===== src/rtl/gsc_pkg.sv =====
package gsc_pkg;

    localparam int NUM_DIR = 2;
    localparam int DIR_TX  = 0;
    localparam int DIR_RX  = 1;

    typedef enum logic [1:0] {
        PS_RUN   = 2'd0,
        PS_DRAIN = 2'd1,
        PS_HALT  = 2'd2
    } path_state_e;

    typedef struct packed {
        logic stop;
        logic resume;
        logic start;
        logic fin;
    } path_in_t;

    typedef struct packed {
        path_state_e state;
        logic        busy;
        logic        done;
        logic        halted;
    } path_out_t;

    function automatic path_state_e path_next(path_state_e cur, path_in_t in,
                                              logic busy);
        path_state_e nxt;
        nxt = cur;
        if (in.resume) begin
            nxt = PS_RUN;
        end else begin
            case (cur)
                PS_RUN:   if (in.stop)
                              nxt = ((busy && !in.fin) || in.start) ? PS_DRAIN : PS_HALT;
                PS_DRAIN: if (in.fin) nxt = PS_HALT;
                default:  nxt = PS_HALT;
            endcase
        end
        return nxt;
    endfunction

endpackage


===== src/rtl/gsc_path_fsm.sv =====
module gsc_path_fsm
    import gsc_pkg::*;
(
    input  logic      clk,
    input  logic      rst,
    input  path_in_t  pin,
    output path_out_t pout
);
    path_state_e state_q, state_d;
    logic        busy_q,  busy_d;

    always_comb begin
        state_d = path_next(state_q, pin, busy_q);
        busy_d  = busy_q;
        if (pin.start)    busy_d = 1'b1;
        else if (pin.fin) busy_d = 1'b0;
    end

    always_ff @(posedge clk) begin
        if (rst) begin
            state_q <= PS_RUN;
            busy_q  <= 1'b0;
        end else begin
            state_q <= state_d;
            busy_q  <= busy_d;
        end
    end

    assign pout.state  = state_q;
    assign pout.busy   = busy_q;
    assign pout.done   = (state_q != PS_HALT) && (state_d == PS_HALT);
    assign pout.halted = (state_q == PS_HALT) && !busy_q;


    done_at_boundary_chk: assert property (@(posedge clk) disable iff (rst)
        pout.done |-> (!busy_q || pin.fin));


    idle_stop_fast_chk: assert property (@(posedge clk) disable iff (rst)
        (state_q == PS_RUN && pin.stop && !pin.resume && !busy_q && !pin.start)
        |=> (state_q == PS_HALT));


    resume_runs_chk: assert property (@(posedge clk) disable iff (rst)
        pin.resume |=> (state_q == PS_RUN));

endmodule


===== src/rtl/gsc_tx_gate.sv =====
module gsc_tx_gate
    import gsc_pkg::*;
(
    input  logic        clk,
    input  logic        rst,
    input  path_state_e state,
    input  logic        busy,
    input  logic        stop_req,
    input  logic        data_req,
    input  logic        pause_req,
    output logic        data_grant,
    output logic        pause_grant
);
    logic idle_slot;

    assign idle_slot   = !busy;
    assign pause_grant = pause_req && idle_slot;
    assign data_grant  = data_req && idle_slot && !pause_req
                         && (state == PS_RUN) && !stop_req;


    no_data_when_stopping_chk: assert property (@(posedge clk) disable iff (rst)
        data_grant |-> (state == PS_RUN && !stop_req));


    single_grant_chk: assert property (@(posedge clk) disable iff (rst)
        !(data_grant && pause_grant));


    grant_needs_idle_chk: assert property (@(posedge clk) disable iff (rst)
        (data_grant || pause_grant) |=> !(data_grant || pause_grant) || !busy);

endmodule


===== src/rtl/gsc_event_bank.sv =====
module gsc_event_bank #(
    parameter int N_EVT = 2
) (
    input  logic             clk,
    input  logic             rst,
    input  logic [N_EVT-1:0] set_i,
    input  logic             mask_we,
    input  logic [N_EVT-1:0] mask_wdata,
    input  logic             ack_we,
    input  logic [N_EVT-1:0] ack_wdata,
    output logic [N_EVT-1:0] evt_o,
    output logic             irq_o
);
    logic [N_EVT-1:0] evt_q, evt_d, mask_q, clr;
    logic             irq_q;

    assign clr = ack_we ? ack_wdata : '0;

    generate
        for (genvar i = 0; i < N_EVT; i++) begin : g_bit
            assign evt_d[i] = set_i[i] || (evt_q[i] && !clr[i]);


            evt_sticky_chk: assert property (@(posedge clk) disable iff (rst)
                (evt_q[i] && !clr[i]) |=> evt_q[i]);
        end
    endgenerate

    always_ff @(posedge clk) begin
        if (rst) begin
            evt_q  <= '0;
            mask_q <= '0;
            irq_q  <= 1'b0;
        end else begin
            evt_q  <= evt_d;
            if (mask_we) mask_q <= mask_wdata;
            irq_q  <= |(evt_q & mask_q);
        end
    end

    assign evt_o = evt_q;
    assign irq_o = irq_q;


    masked_quiet_chk: assert property (@(posedge clk) disable iff (rst)
        ((evt_q & mask_q) == '0) |=> !irq_q);

endmodule


===== src/rtl/gsc_stop_ctrl.sv =====
module gsc_stop_ctrl
    import gsc_pkg::*;
(
    input  logic       clk,
    input  logic       rst,
    input  logic       tx_stop_req,
    input  logic       tx_resume,
    input  logic       rx_stop_req,
    input  logic       rx_resume,
    input  logic       tx_data_req,
    input  logic       tx_pause_req,
    input  logic       tx_eof,
    input  logic       rx_sof,
    input  logic       rx_eof,
    input  logic       evt_mask_we,
    input  logic [1:0] evt_mask_wdata,
    input  logic       evt_ack_we,
    input  logic [1:0] evt_ack_wdata,
    output logic       tx_data_grant,
    output logic       tx_pause_grant,
    output logic       rx_frame_admit,
    output logic       tx_stopped,
    output logic       rx_stopped,
    output logic [1:0] evt_status,
    output logic       irq
);
    path_in_t     pin  [NUM_DIR];
    path_out_t    pout [NUM_DIR];
    logic [NUM_DIR-1:0] done_vec;

    logic tx_start;
    assign tx_start = tx_data_grant || tx_pause_grant;

    assign rx_frame_admit = rx_sof && (pout[DIR_RX].state == PS_RUN)
                            && !rx_stop_req && !pout[DIR_RX].busy;

    assign pin[DIR_TX] = '{stop: tx_stop_req, resume: tx_resume,
                           start: tx_start, fin: tx_eof};
    assign pin[DIR_RX] = '{stop: rx_stop_req, resume: rx_resume,
                           start: rx_frame_admit, fin: rx_eof};

    generate
        for (genvar d = 0; d < NUM_DIR; d++) begin : g_dir
            gsc_path_fsm i_path (
                .clk  (clk),
                .rst  (rst),
                .pin  (pin[d]),
                .pout (pout[d])
            );
            assign done_vec[d] = pout[d].done;
        end
    endgenerate

    gsc_tx_gate i_gate (
        .clk         (clk),
        .rst         (rst),
        .state       (pout[DIR_TX].state),
        .busy        (pout[DIR_TX].busy),
        .stop_req    (tx_stop_req),
        .data_req    (tx_data_req),
        .pause_req   (tx_pause_req),
        .data_grant  (tx_data_grant),
        .pause_grant (tx_pause_grant)
    );

    gsc_event_bank #(.N_EVT(NUM_DIR)) i_events (
        .clk        (clk),
        .rst        (rst),
        .set_i      (done_vec),
        .mask_we    (evt_mask_we),
        .mask_wdata (evt_mask_wdata),
        .ack_we     (evt_ack_we),
        .ack_wdata  (evt_ack_wdata),
        .evt_o      (evt_status),
        .irq_o      (irq)
    );

    assign tx_stopped = pout[DIR_TX].halted;
    assign rx_stopped = pout[DIR_RX].halted;


    rx_no_admit_stopping_chk: assert property (@(posedge clk) disable iff (rst)
        (rx_stopped && !rx_resume) |=> !rx_frame_admit || !rx_stopped);

endmodule


===== config.mk =====
export PLATFORM = sky130hd
export DESIGN_NAME = gsc_stop_ctrl
export DESIGN_NICKNAME = d
export VERILOG_FILES = /design/src/rtl/gsc_pkg.sv /design/src/rtl/gsc_path_fsm.sv /design/src/rtl/gsc_tx_gate.sv /design/src/rtl/gsc_event_bank.sv /design/src/rtl/gsc_stop_ctrl.sv
export SDC_FILE = /design/constraint.sdc
export NUM_CORES = 1
export LEC_CHECK = 0
export ABC_CLOCK_PERIOD_IN_PS = 1700
export BUFFER_PORTS_ARGS = -buffer_cell sky130_fd_sc_hd__buf_2
export CORE_MARGIN = 5
export CORE_UTILIZATION = 39
export DETAILED_ROUTE_END_ITERATION = 12
export PLACE_DENSITY_LB_ADDON = 0.3
export SLEW_MARGIN = 20
export SYNTH_ARGS = -nofsm -noshare
export SYNTH_HDL_FRONTEND = slang
export SYNTH_HIERARCHICAL = 1
export SYNTH_SLANG_ARGS = --single-unit

===== constraint.sdc =====
create_clock -name clk -period 1.7 [get_ports clk]
set_clock_uncertainty 0.05 [all_clocks]
set_input_delay 0.34 -clock clk [delete_from_list [all_inputs] [get_ports clk]]
set_output_delay 0.34 -clock clk [all_outputs]
set_load 0.1 [all_outputs]

* Word level (Yosys, flattened, before mapping)
Index checks and enable logic that the tools add are counted.
W data, S select, Z words.
** Operators by class
- Bitwise logic cells :: 1
- Eq/ne operators :: 8
- Reduce and logical (&&, ||, !) cells :: 35
- Mux-type cells :: 15
** Operators with widths (number)
- $mux W2 :: 9
- $logic_and A1 B1 Y1 :: 16
- $logic_not A1 Y1 :: 9
- $eq A2 B2 Y1 const B :: 4
- $pmux W2 S2 :: 2
- $logic_or A1 B1 Y1 :: 5
- $eq A2 B1 Y1 const B :: 2
- $logic_not A2 Y1 :: 2
- $mux W1 :: 4
- $ne A2 B2 Y1 const B :: 2
- $reduce_bool A2 Y1 :: 2
- $and A2 B2 Y2 :: 1
- $reduce_or A2 Y1 :: 1
** Word-level totals
- Flip-flop bits (word level) :: 11

* Logic depth before layout (Yosys ltp)
Gate-level depths: netlist of run 1.
- Depth in word-level cells :: 14
- Gate-level depth with buffers :: 8
- Mapped depth without buffers :: 8

* By module
The synthesis of run 1 kept the hierarchy.
** Modules (own cells, without submodules)
- gsc_path_fsm :: instances 2, cells an instance 19, sequential area each 60.1 µm², area an instance 173.9 µm²
- gsc_event_bank :: instances 1, cells an instance 17, sequential area each 100.1 µm², area an instance 171.4 µm²
- gsc_tx_gate :: instances 1, cells an instance 3, sequential area each 0.0 µm², area an instance 26.3 µm²
- gsc_stop_ctrl :: instances 1, cells an instance 3, sequential area each 0.0 µm², area an instance 18.8 µm²

* Worst setup path before layout of run 1
Ideal clock, no wire load.
- Kind :: reg2reg
- Start point :: register g_dir[0].i_path.state_q[1]
- End point :: register i_events.evt_q[0] (netlist: i_events/evt_o[0])
- Setup slack :: -1.331 ns
- Arrival time :: 2.853 ns
- Clock period less this slack :: 3.031 ns
- Buffers on the path :: 0
- Cell stages (with the launch flop) :: 9
- Library setup time :: 0.128 ns
- Cell sequence :: dfxtp_1 > or4b_1 > nor3_2 > or2_2 > nor2b_1 > o32ai_2 > nor3_2 > nor2_1 > a311oi_1
** On the way
- Word-level cells in the longest chain between the ends :: 12
- Elaborated cells between the ends (all ways) :: 15
- Classes of those cells :: 3 x eq/ne; 5 x mux; 7 x reduce/logical
** RTL lines
- start, declared :: line gsc_path_fsm.sv:9 : path_state_e state_q, state_d;
- start signal, assigned :: line gsc_path_fsm.sv:24 : state_q <= state_d;
- $logic_not A2 Y1 :: line gsc_tx_gate.sv:19 : && (state == PS_RUN) && !stop_req;
- $logic_and A1 B1 Y1 (2 in series) :: line gsc_tx_gate.sv:19
- named net tx_data_grant :: line gsc_stop_ctrl.sv:19 : output logic tx_data_grant,
- $logic_or A1 B1 Y1 :: line gsc_stop_ctrl.sv:32 : assign tx_start = tx_data_grant || tx_pause_grant;
- named net tx_start :: line gsc_stop_ctrl.sv:31 : logic tx_start;
- $logic_or A1 B1 Y1 :: line gsc_pkg.sv:36 : nxt = ((busy && !in.fin) || in.start) ? PS_DRAIN : PS_HALT;
- $mux W2 :: line gsc_pkg.sv:36
- $mux W2 :: line gsc_pkg.sv:35 : PS_RUN: if (in.stop)
- $pmux W2 S2 :: line gsc_pkg.sv:34 : case (cur)
- $mux W2 :: line gsc_pkg.sv:31 : if (in.resume) begin
- $eq A2 B2 Y1 :: line gsc_path_fsm.sv:31 : assign pout.done = (state_q != PS_HALT) && (state_d == PS_HALT);
- $logic_and A1 B1 Y1 :: line gsc_path_fsm.sv:31
- named net done_vec[0] :: line gsc_stop_ctrl.sv:29 : logic [NUM_DIR-1:0] done_vec;
- $logic_or A1 B1 Y1 :: line gsc_event_bank.sv:21 : assign evt_d[i] = set_i[i] || (evt_q[i] && !clr[i]);
- end signal, assigned :: line gsc_event_bank.sv:35 : evt_q <= evt_d;
- end, declared :: line gsc_event_bank.sv:14 : logic [N_EVT-1:0] evt_q, evt_d, mask_q, clr;
The timed path passes the listed nets, and every way through them passes these cells.
A chain may end at the register's enable or synchronous reset.

* Final worst setup path of run 1
- Start point :: register g_dir[0].i_path.state_q[0]
- End point :: output tx_data_grant
** On the way
- Word-level cells in the longest chain between the ends :: 3
** RTL lines (line)
- $logic_not A2 Y1 :: gsc_tx_gate.sv:19
- $logic_and A1 B1 Y1 (2 in series) :: gsc_tx_gate.sv:19
- end, declared :: gsc_stop_ctrl.sv:19
Every way passes these cells.

==> results of run 1 <==
## flip-flops by register name (all words and copies together), names as in the netlist
register / cells
g_dir.i_path/state_q: 4
i_events/irq_o: 1
i_events/evt_o: 2
g_dir.i_path/busy_q: 2
i_events/mask_q: 2
## per-stage QoR
stage | setup slack (ns) | util | power, W | std cells | area [sq um]
6_report | -0.241 | 0.748 | 0.000749 | 117 | 997
3_3_place_gp | -0.177 | 0.652 | 0.000543 | 107 | 870
2_1_floorplan | -0.865 | - | 0.000455 | 61 | 603
4_1_cts | -0.250 | 0.714 | 0.000736 | 115 | 952
3_5_place_dp | -0.214 | 0.652 | 0.000548 | 107 | 870
5_1_grt | -0.285 | 0.748 | 0.000784 | 117 | 997
## cell type report
| class | instances | area (sq um) | area share |
|---|---|---|---|
| well taps | 15 | 18.8 | 0.0188 |
| clock buffers | 4 | 26.3 | 0.0263 |
| flip-flops and latches | 11 | 231 | 0.232 |
| repair buffers | 39 | 323 | 0.324 |
| inverters | 4 | 15.0 | 0.0151 |
| multi-input cells | 44 | 383 | 0.384 |
## what timing repair did
item,4_1_cts,5_1_grt
resized for setup,8,7
endpoints found under the setup margin,4,7
pin swaps,5,3
setup buffers,4,2
## worst max-delay path by stage
stage,endpoint,slack [ns],depth (start not counted)
5_1_grt,tx_data_grant,-0.29,4
4_1_cts,tx_data_grant,-0.25,4
2_1_floorplan,i_events/evt_o[0],-0.86,8
3_5_place_dp,i_events/evt_o[0],-0.21,9
6_report,tx_data_grant,-0.24,4
3_3_place_gp,i_events/evt_o[0],-0.18,9
## synth_stat cells
| cell type | count |
|---|---|
| sky130_fd_sc_hd__a22oi_1 | 1 |
| sky130_fd_sc_hd__nor2b_1 | 5 |
| sky130_fd_sc_hd__nor4b_2 | 2 |
| sky130_fd_sc_hd__mux2i_1 | 2 |
| sky130_fd_sc_hd__nand3b_1 | 2 |
| sky130_fd_sc_hd__buf_4 | 2 |
| sky130_fd_sc_hd__a311oi_1 | 2 |
| sky130_fd_sc_hd__inv_1 | 4 |
| sky130_fd_sc_hd__o32ai_2 | 2 |
| sky130_fd_sc_hd__and2b_1 | 2 |
| sky130_fd_sc_hd__nor3_1 | 2 |
| sky130_fd_sc_hd__nor3_2 | 3 |
| sky130_fd_sc_hd__or2_1 | 2 |
| sky130_fd_sc_hd__nor2_1 | 9 |
| sky130_fd_sc_hd__or2_2 | 1 |
| sky130_fd_sc_hd__and2_1 | 1 |
| sky130_fd_sc_hd__a21oi_1 | 4 |
| sky130_fd_sc_hd__dfxtp_1 | 11 |
| sky130_fd_sc_hd__or4b_1 | 1 |
| sky130_fd_sc_hd__nor4_1 | 1 |
| sky130_fd_sc_hd__o21ai_1 | 2 |
## cell families after synthesis
| family | count (synthesis) | synth area share |
|---|---|---|
| AND/OR/NAND/NOR | 31 | 0.366 |
| buffers and inverters | 6 | 0.0532 |
| multiplexers | 2 | 0.0355 |
| flip-flops | 11 | 0.390 |
| AO/OA/AOI/OAI | 11 | 0.155 |
## report_power, final
part	total (W)	switching (W)	internal, W
registers	0.000286	0.0000144	0.000272
clock network	0.000177	0.0000864	0.0000906
logic	0.000286	0.000161	0.000125
total	0.000749	0.000262	0.000487
## worst register-to-register path, stage by stage (launching register included)
cell                       delay (ns)
sky130_fd_sc_hd__dfxtp_2         0.33
sky130_fd_sc_hd__or4b_4          0.52
sky130_fd_sc_hd__nor3_4          0.15
sky130_fd_sc_hd__or2_4           0.16
sky130_fd_sc_hd__nor2b_2         0.04
sky130_fd_sc_hd__o32ai_2         0.25
sky130_fd_sc_hd__nor3_2          0.07
sky130_fd_sc_hd__nor2_1          0.10
sky130_fd_sc_hd__a311oi_1        0.05
## layout by cell type (no fill, tap or decap), types with 3 or more instances in the layout
| master | instances |
|---|---|
| sky130_fd_sc_hd__clkbuf_4 | 3 |
| sky130_fd_sc_hd__a21oi_1 | 4 |
| sky130_fd_sc_hd__inv_1 | 4 |
| sky130_fd_sc_hd__buf_6 | 4 |
| sky130_fd_sc_hd__buf_4 | 11 |
| sky130_fd_sc_hd__nor3_2 | 3 |
| sky130_fd_sc_hd__nor2_1 | 9 |
| sky130_fd_sc_hd__buf_12 | 5 |
| sky130_fd_sc_hd__nor2b_4 | 3 |
| sky130_fd_sc_hd__buf_2 | 19 |
| sky130_fd_sc_hd__dfxtp_1 | 6 |
| sky130_fd_sc_hd__dfxtp_2 | 3 |
## layer usage
metal,up-vias,GRT usage,share of wire
li1,302,-,-
met1,287,0.167,0.39
met2,23,0.282,0.55
met3,4,0.0338,0.052
met4,0,0.0806,0.012
met5,-,0,0
==> results.txt, run 1 <==
The run finished, with violations left. The checks that failed: negative setup slack. After synthesis the cells add up to 564 sq um. In this run the worst path has a maximum fanout of 2. The longest clock path from root to sink contains 2 buffers. The worst setup path is captured at an output pin. Measured along the x axis, the die boundary spans 48.0 microns. For the residual DRC count, the log shows 0. The run gives 0.156 as the overall fraction of global-route tracks in use. The worst slew slack as a fraction of its limit was 0.679; the yosys synthesis warning count was 6. The filler cells instantiated in the layout total 98. The placeable core region was 1330 sq um. For the maximum vdd drop, the log shows 0.527 mV. Pin slew with the least headroom to its limit: 0.485 ns.

Setup repair after global routing could not meet its margin everywhere. Synthesis inferred 11 register bits. The number of diodes added for antenna fixing came out at 0. The detailed-routing iteration count for the pre-antenna-repair pass was 4; the maximum clock rate was 0.515 GHz. In the final timing run, aggregate negative setup slack is -0.541 ns. The setup path with the least slack is of type register to output pin. The count of buffers inserted at the top-level ports is 24. In the post-synthesis netlist, the biggest area contributors are sky130_fd_sc_hd__dfxtp_1 39%, sky130_fd_sc_hd__nor2_1 6.0%, sky130_fd_sc_hd__o32ai_2 5.8%, sky130_fd_sc_hd__nor2b_1 5.5%, sky130_fd_sc_hd__nor3_2 5.3%. Mean instance size in the synthesized netlist: 9.25 sq um. The post-synthesis cell type count came out at 21. The tools report the launch instance of the worst register-to-register path as g_dir[0].i_path/state_q[0]. Of all cell types, the one taking the most synthesized area is sky130_fd_sc_hd__dfxtp_1.

Hold repair after CTS inserted 0 buffers. The first global-routing pass estimated 2.48 mm of wire. The run gives 0 as the initial antenna violation count.

The die is 48.0 microns tall. The placer's final routability congestion estimate is 0.832. The path depth of the worst reg2reg path is 8, and the average via count per standard cell is 5.26. Wires add up to 1.62 mm. The largest stage delay on the critical path is 0.52 ns, and the power density of the placed cells is 751 nW/um^2. Count of cells along the worst hold path: 2.

Among all stages on the critical path, the largest delay is contributed by sky130_fd_sc_hd__or4b_4. The worst-case setup margin in the final layout is -0.241 ns, and the total nets after synthesis is 78. The number of buffers created by CTS came out at 3. The run gives 0 as the number of hold violations in the final report. The startpoint of the most critical setup path is g_dir[0].i_path/state_q[0].

The cell family contributing the most delay on the critical path is simple AND/OR/NAND/NOR gates. Counting both buffers and inverters, the worst setup path holds a total of 2. The run gives 0.423 as the initial core utilization. The root buffer cell chosen for the clock tree is sky130_fd_sc_hd__clkbuf_4. Startpoint of the worst hold path: rx_resume. The sequential cell area fraction in the yosys report was 0.390; the overflow left after global routing was 0.

The die covers 2310 sq um. Final hold analysis gives a worst-case slack of 0.219 ns. Number of levels the H-tree was split into: 1.

The tools report the clock latency on the worst-skew pair as 0.27 ns. Entering global routing, the biggest net connects 12 pins. Number of max-slew violations in the final report: 0. After the first detailed-routing iteration, the DRC count stood at 14. Relative to the synthesized area, the layout overhead comes to 76.7%. Endpoint of the worst hold path: g_dir[1].i_path/state_q[0]. The average detailed-routed wire length per instance came out at 13.8 microns. The clock period minus worst slack works out to 1.94 ns. The worst setup path is launched from a register.

TritonCTS built the clock tree. Detailed placement ended at an HPWL of 1.14 mm. The tools report the CTS sink count as 11.

The logs give 1.55 ns for the worst endpoint data arrival time and 0 for the max capacitance violation total. Data on the critical path is required at its endpoint by 1.31 ns. The critical path goes through or4b_4, nor3_4, buf_6, buf_12. Clock-pin slew was measured on the worst setup and hold paths at 0.08 ns. For this design the static power due to leakage is 0.447 nW.

The share of post-route cells with drive strength above 1 is 0.618. The count of nets left with antenna violations once routing finished came out at 0. Detailed routing inserted a total of 616 vias. The tightest min-delay check is of the input port to register type. The register-to-register path setup slack is -0.15 ns, and the count of standard-cell rows is 13. Number of cells produced by synthesis: 61. The tools report the number of global-route vias before repair as 639. Top-area cell type share of the netlist area: 0.390. The endpoint identified for the worst register-to-register timing path is i_events/evt_o[0]. Setup violations remaining at the end of the flow were counted as 5. The number of top-level design ports came out at 25.

At the end of the flow, the number of nets in the layout was 120. The final worst-path cycle share works out to 1.14.
(Power assumes the default switching activity.)
==> inputs of run 2 (changes only) <==
- CORE_MARGIN: 5 -> default
- GPL_TIMING_DRIVEN: default -> 0
==> results.txt, run 2 (same netlist as run 1, synthesis figures left out) <==
Kind of critical path: register to output pin (unchanged). The logs give 111 (was 117) for the post-route non-filler standard cell count and 834 microns (was 1.14 mm) for the placed wire-length estimate. CP cell instances: or4b_4, nor3_4, buf_8 (was or4b_4, nor3_4, buf_6, buf_12). For the die area, the log shows 1600 sq um (was 2310 sq um).

The fraction of power spent switching nets works out to 0.348 (was 0.349). The tools report the share of power burned in registers as 0.395 (was 0.382). The tools report the DRC marker count from the first detailed-route iteration as 14 (unchanged).

The total wire length after detailed routing is 1.36 mm (was 1.62 mm), and the number of max-slew violations in the final report is 0 (unchanged). The run gives 0 (unchanged) as the initial antenna violation count. The average detailed-routed wire length per instance came out at 12.2 microns (was 13.8 microns). The run gives 4 (unchanged) as the detailed-routing iteration count for the pre-antenna-repair pass. TritonCTS built the clock tree. The worst hold slack came out at 0.225 ns (was 0.219 ns). Most common cell after layout, fill and taps aside: sky130_fd_sc_hd__buf_2 (unchanged). The logs give 13 (unchanged) for the count of standard-cell rows and -0.233 ns (was -0.241 ns) for the worst-case setup margin in the final layout.

The largest stage delay on the critical path is 0.54 ns (was 0.52 ns). Violations in the final reports: negative setup slack (unchanged). Horizontal die dimension: 40.0 microns (was 48.0 microns).

The number of global-route vias before repair is 512 (was 639), and the combinational share of power is 0.366 (was 0.382). The register with the most flip-flops was g_dir.i_path/state_q (unchanged). The sum of negative setup slack came out at -0.672 ns (was -0.541 ns).

The logs give 1.31 ns (about the same) for the critical path data required time and 0.417 mV (was 0.527 mV) for the maximum vdd drop. The final worst-path cycle share is 1.14 (about the same). The number of flip-flops in the largest register was 4 (unchanged).

The number of levels the H-tree was split into came out at 1 (unchanged). The tools report the number of diodes added for antenna fixing as 0 (unchanged). Setup repair after global routing could not meet its margin everywhere. The tools report the residual DRC count as 0 (unchanged). Most frequent cells in the layout: 19 x sky130_fd_sc_hd__buf_2, 9 x sky130_fd_sc_hd__nor2_1, 8 x sky130_fd_sc_hd__buf_4 (was 19 x sky130_fd_sc_hd__buf_2, 11 x sky130_fd_sc_hd__buf_4, 9 x sky130_fd_sc_hd__nor2_1). The leakage power total was 0.405 nW (was 0.447 nW). Critical path's top delay family: simple AND/OR/NAND/NOR gates (unchanged). Worst endpoint data arrival time: 1.54 ns (was 1.55 ns). The clock root buffer was sky130_fd_sc_hd__clkbuf_4 (unchanged). The flow ran to the end, but the final reports show violations. The count of buffers inserted at the top-level ports works out to 24 (unchanged).

The height of the chip works out to 40.0 microns (was 48.0 microns). Clock-pin slew on the worst setup and hold paths: 0.07 ns (was 0.08 ns). The logs give 0.26 ns (was 0.27 ns) for the clock latency on the worst-skew pair and 100 (was 107) for the total placed cells including tap cells. The placer's final routability congestion estimate was 0.620 (was 0.832); the number of top-level design ports was 25 (unchanged). The number of buffers created by CTS came out at 3 (unchanged). The largest fanout on the critical path works out to 2 (unchanged).

The worst min-delay path category is input port to register (unchanged). The number of hold violations in the final report came out at 0 (unchanged). The max capacitance violation total was 0 (unchanged); the overflow left after global routing was 0 (unchanged). The logs give 0.000471 W (was 0.000487 W) for the internal power contribution and 4 (was 5) for the number of failing setup endpoints in the final timing report.

The logs give 12 (unchanged) for the maximum number of pins on one net before global-route repair and 2 (unchanged) for the maximum root-to-sink buffer count. The clock network fraction of total power came out at 0.238 (was 0.236). The maximum clock rate is 0.517 GHz (was 0.515 GHz), and the area added between synthesis and finish is 63.0% (was 76.7%). Core utilization of the finished layout: 0.698 (was 0.748). For the overall fraction of global-route tracks in use, the log shows 0.184 (was 0.156). The standard cell with the maximum stage delay on the critical path is sky130_fd_sc_hd__or4b_4 (unchanged). The average via count per standard cell works out to 5.08 (was 5.26). The logs give 1320 sq um (was 1330 sq um) for the placeable core region and 0 (unchanged) for the post-route antenna net violation count. The clock period minus worst slack was 1.93 ns (was 1.94 ns); the pin slew with the least headroom to its limit was 0.482 ns (was 0.485 ns). The element type at the critical path end is an output pin (unchanged). The initial core utilization was 0.428 (was 0.423). The net switching component of the power was 0.000251 W (was 0.000262 W); the total number of vias was 564 (was 616). The tools report the nature of the critical path startpoint as a register (unchanged). The count of buffering cells on the critical path with inverters included is 1 (was 2), and the power density of the placed cells is 785 nW/um^2 (was 751 nW/um^2).

The share of post-route cells with drive strength above 1 works out to 0.594 (was 0.618). Overall power: 0.000722 W (was 0.000749 W). The run gives 114 (was 120) as the number of nets in the finished design. The CTS sink count came out at 11 (unchanged). The worst slew slack as a fraction of its limit is 0.681 (was 0.679). The logs give 0 (unchanged) for the cts-stage hold buffer count and 1.92 mm (was 2.48 mm) for the wire length of the first global-routing pass.
run 2: per-layer routing:
| metal | global-route usage | share of wire | vias to the layer above |
|---|---|---|---|
| met4 | 0.155 | 0.034 | 0 |
| met3 | 0.0333 | 0.039 | 6 |
| li1 | - | - | 285 |
| met5 | 0 | 0 | - |
| met2 | 0.306 | 0.52 | 18 |
| met1 | 0.200 | 0.41 | 255 |
run 2: cell type report:
class / count / area, sq um
Buffer: 1 / 7.51
Clock buffer: 4 / 26.3
Fill cell: 109 / 398
Inverter: 4 / 15.0
Multi-Input combinational cell: 44 / 382
Sequential cell: 11 / 234
Tap cell: 15 / 18.8
Timing Repair Buffer: 32 / 236
run 2: repair_timing:
item | 4_1_cts | 5_1_grt
setup buffers | 5 | 3
endpoints found under the hold margin | 0 | 0
pin swaps | 2 | 1
gates resized for setup | 16 | 12
endpoints found under the setup margin | 8 | 8
run 2: power by group through the flow:
stage	Clock, W	Sequential, W	Combinational (W)
2_1_floorplan	0	0.000322	0.000132
3_3_place_gp	0	0.000295	0.000205
3_5_place_dp	0	0.000295	0.000208
4_1_cts	0.000182	0.000286	0.000237
5_1_grt	0.000191	0.000287	0.000280
6_report	0.000172	0.000285	0.000265
run 2: final timing paths:
kind              slack [ns]                       start                         end  cells past startpoint
setup / recovery       -0.23  g_dir[0].i_path/state_q[1]               tx_data_grant                      3
hold reg to reg         0.42  g_dir[1].i_path/state_q[1]  g_dir[1].i_path/state_q[0]                      1
setup reg to reg       -0.20  g_dir[0].i_path/state_q[1]           i_events/evt_o[0]                      8
hold / removal          0.23            evt_ack_wdata[1]           i_events/evt_o[1]                      2
run 2: worst reg2reg max path: stages (launching register included):
cell and delay [ns]:
sky130_fd_sc_hd__dfxtp_4 0.34, sky130_fd_sc_hd__or4b_4 0.54, sky130_fd_sc_hd__nor3_4 0.17, sky130_fd_sc_hd__or2_4 0.18, sky130_fd_sc_hd__nor2b_4 0.05, sky130_fd_sc_hd__o32ai_4 0.23
sky130_fd_sc_hd__nor3_2 0.09, sky130_fd_sc_hd__nor2_1 0.09, sky130_fd_sc_hd__a311oi_1 0.05
run 2: stage by stage:
step	instance area, sq um	worst slack [ns]
floorplan	603	-0.865
global placement	742	-0.220
detailed placement	742	-0.248
CTS	848	-0.242
global route	920	-0.296
finish	920	-0.233
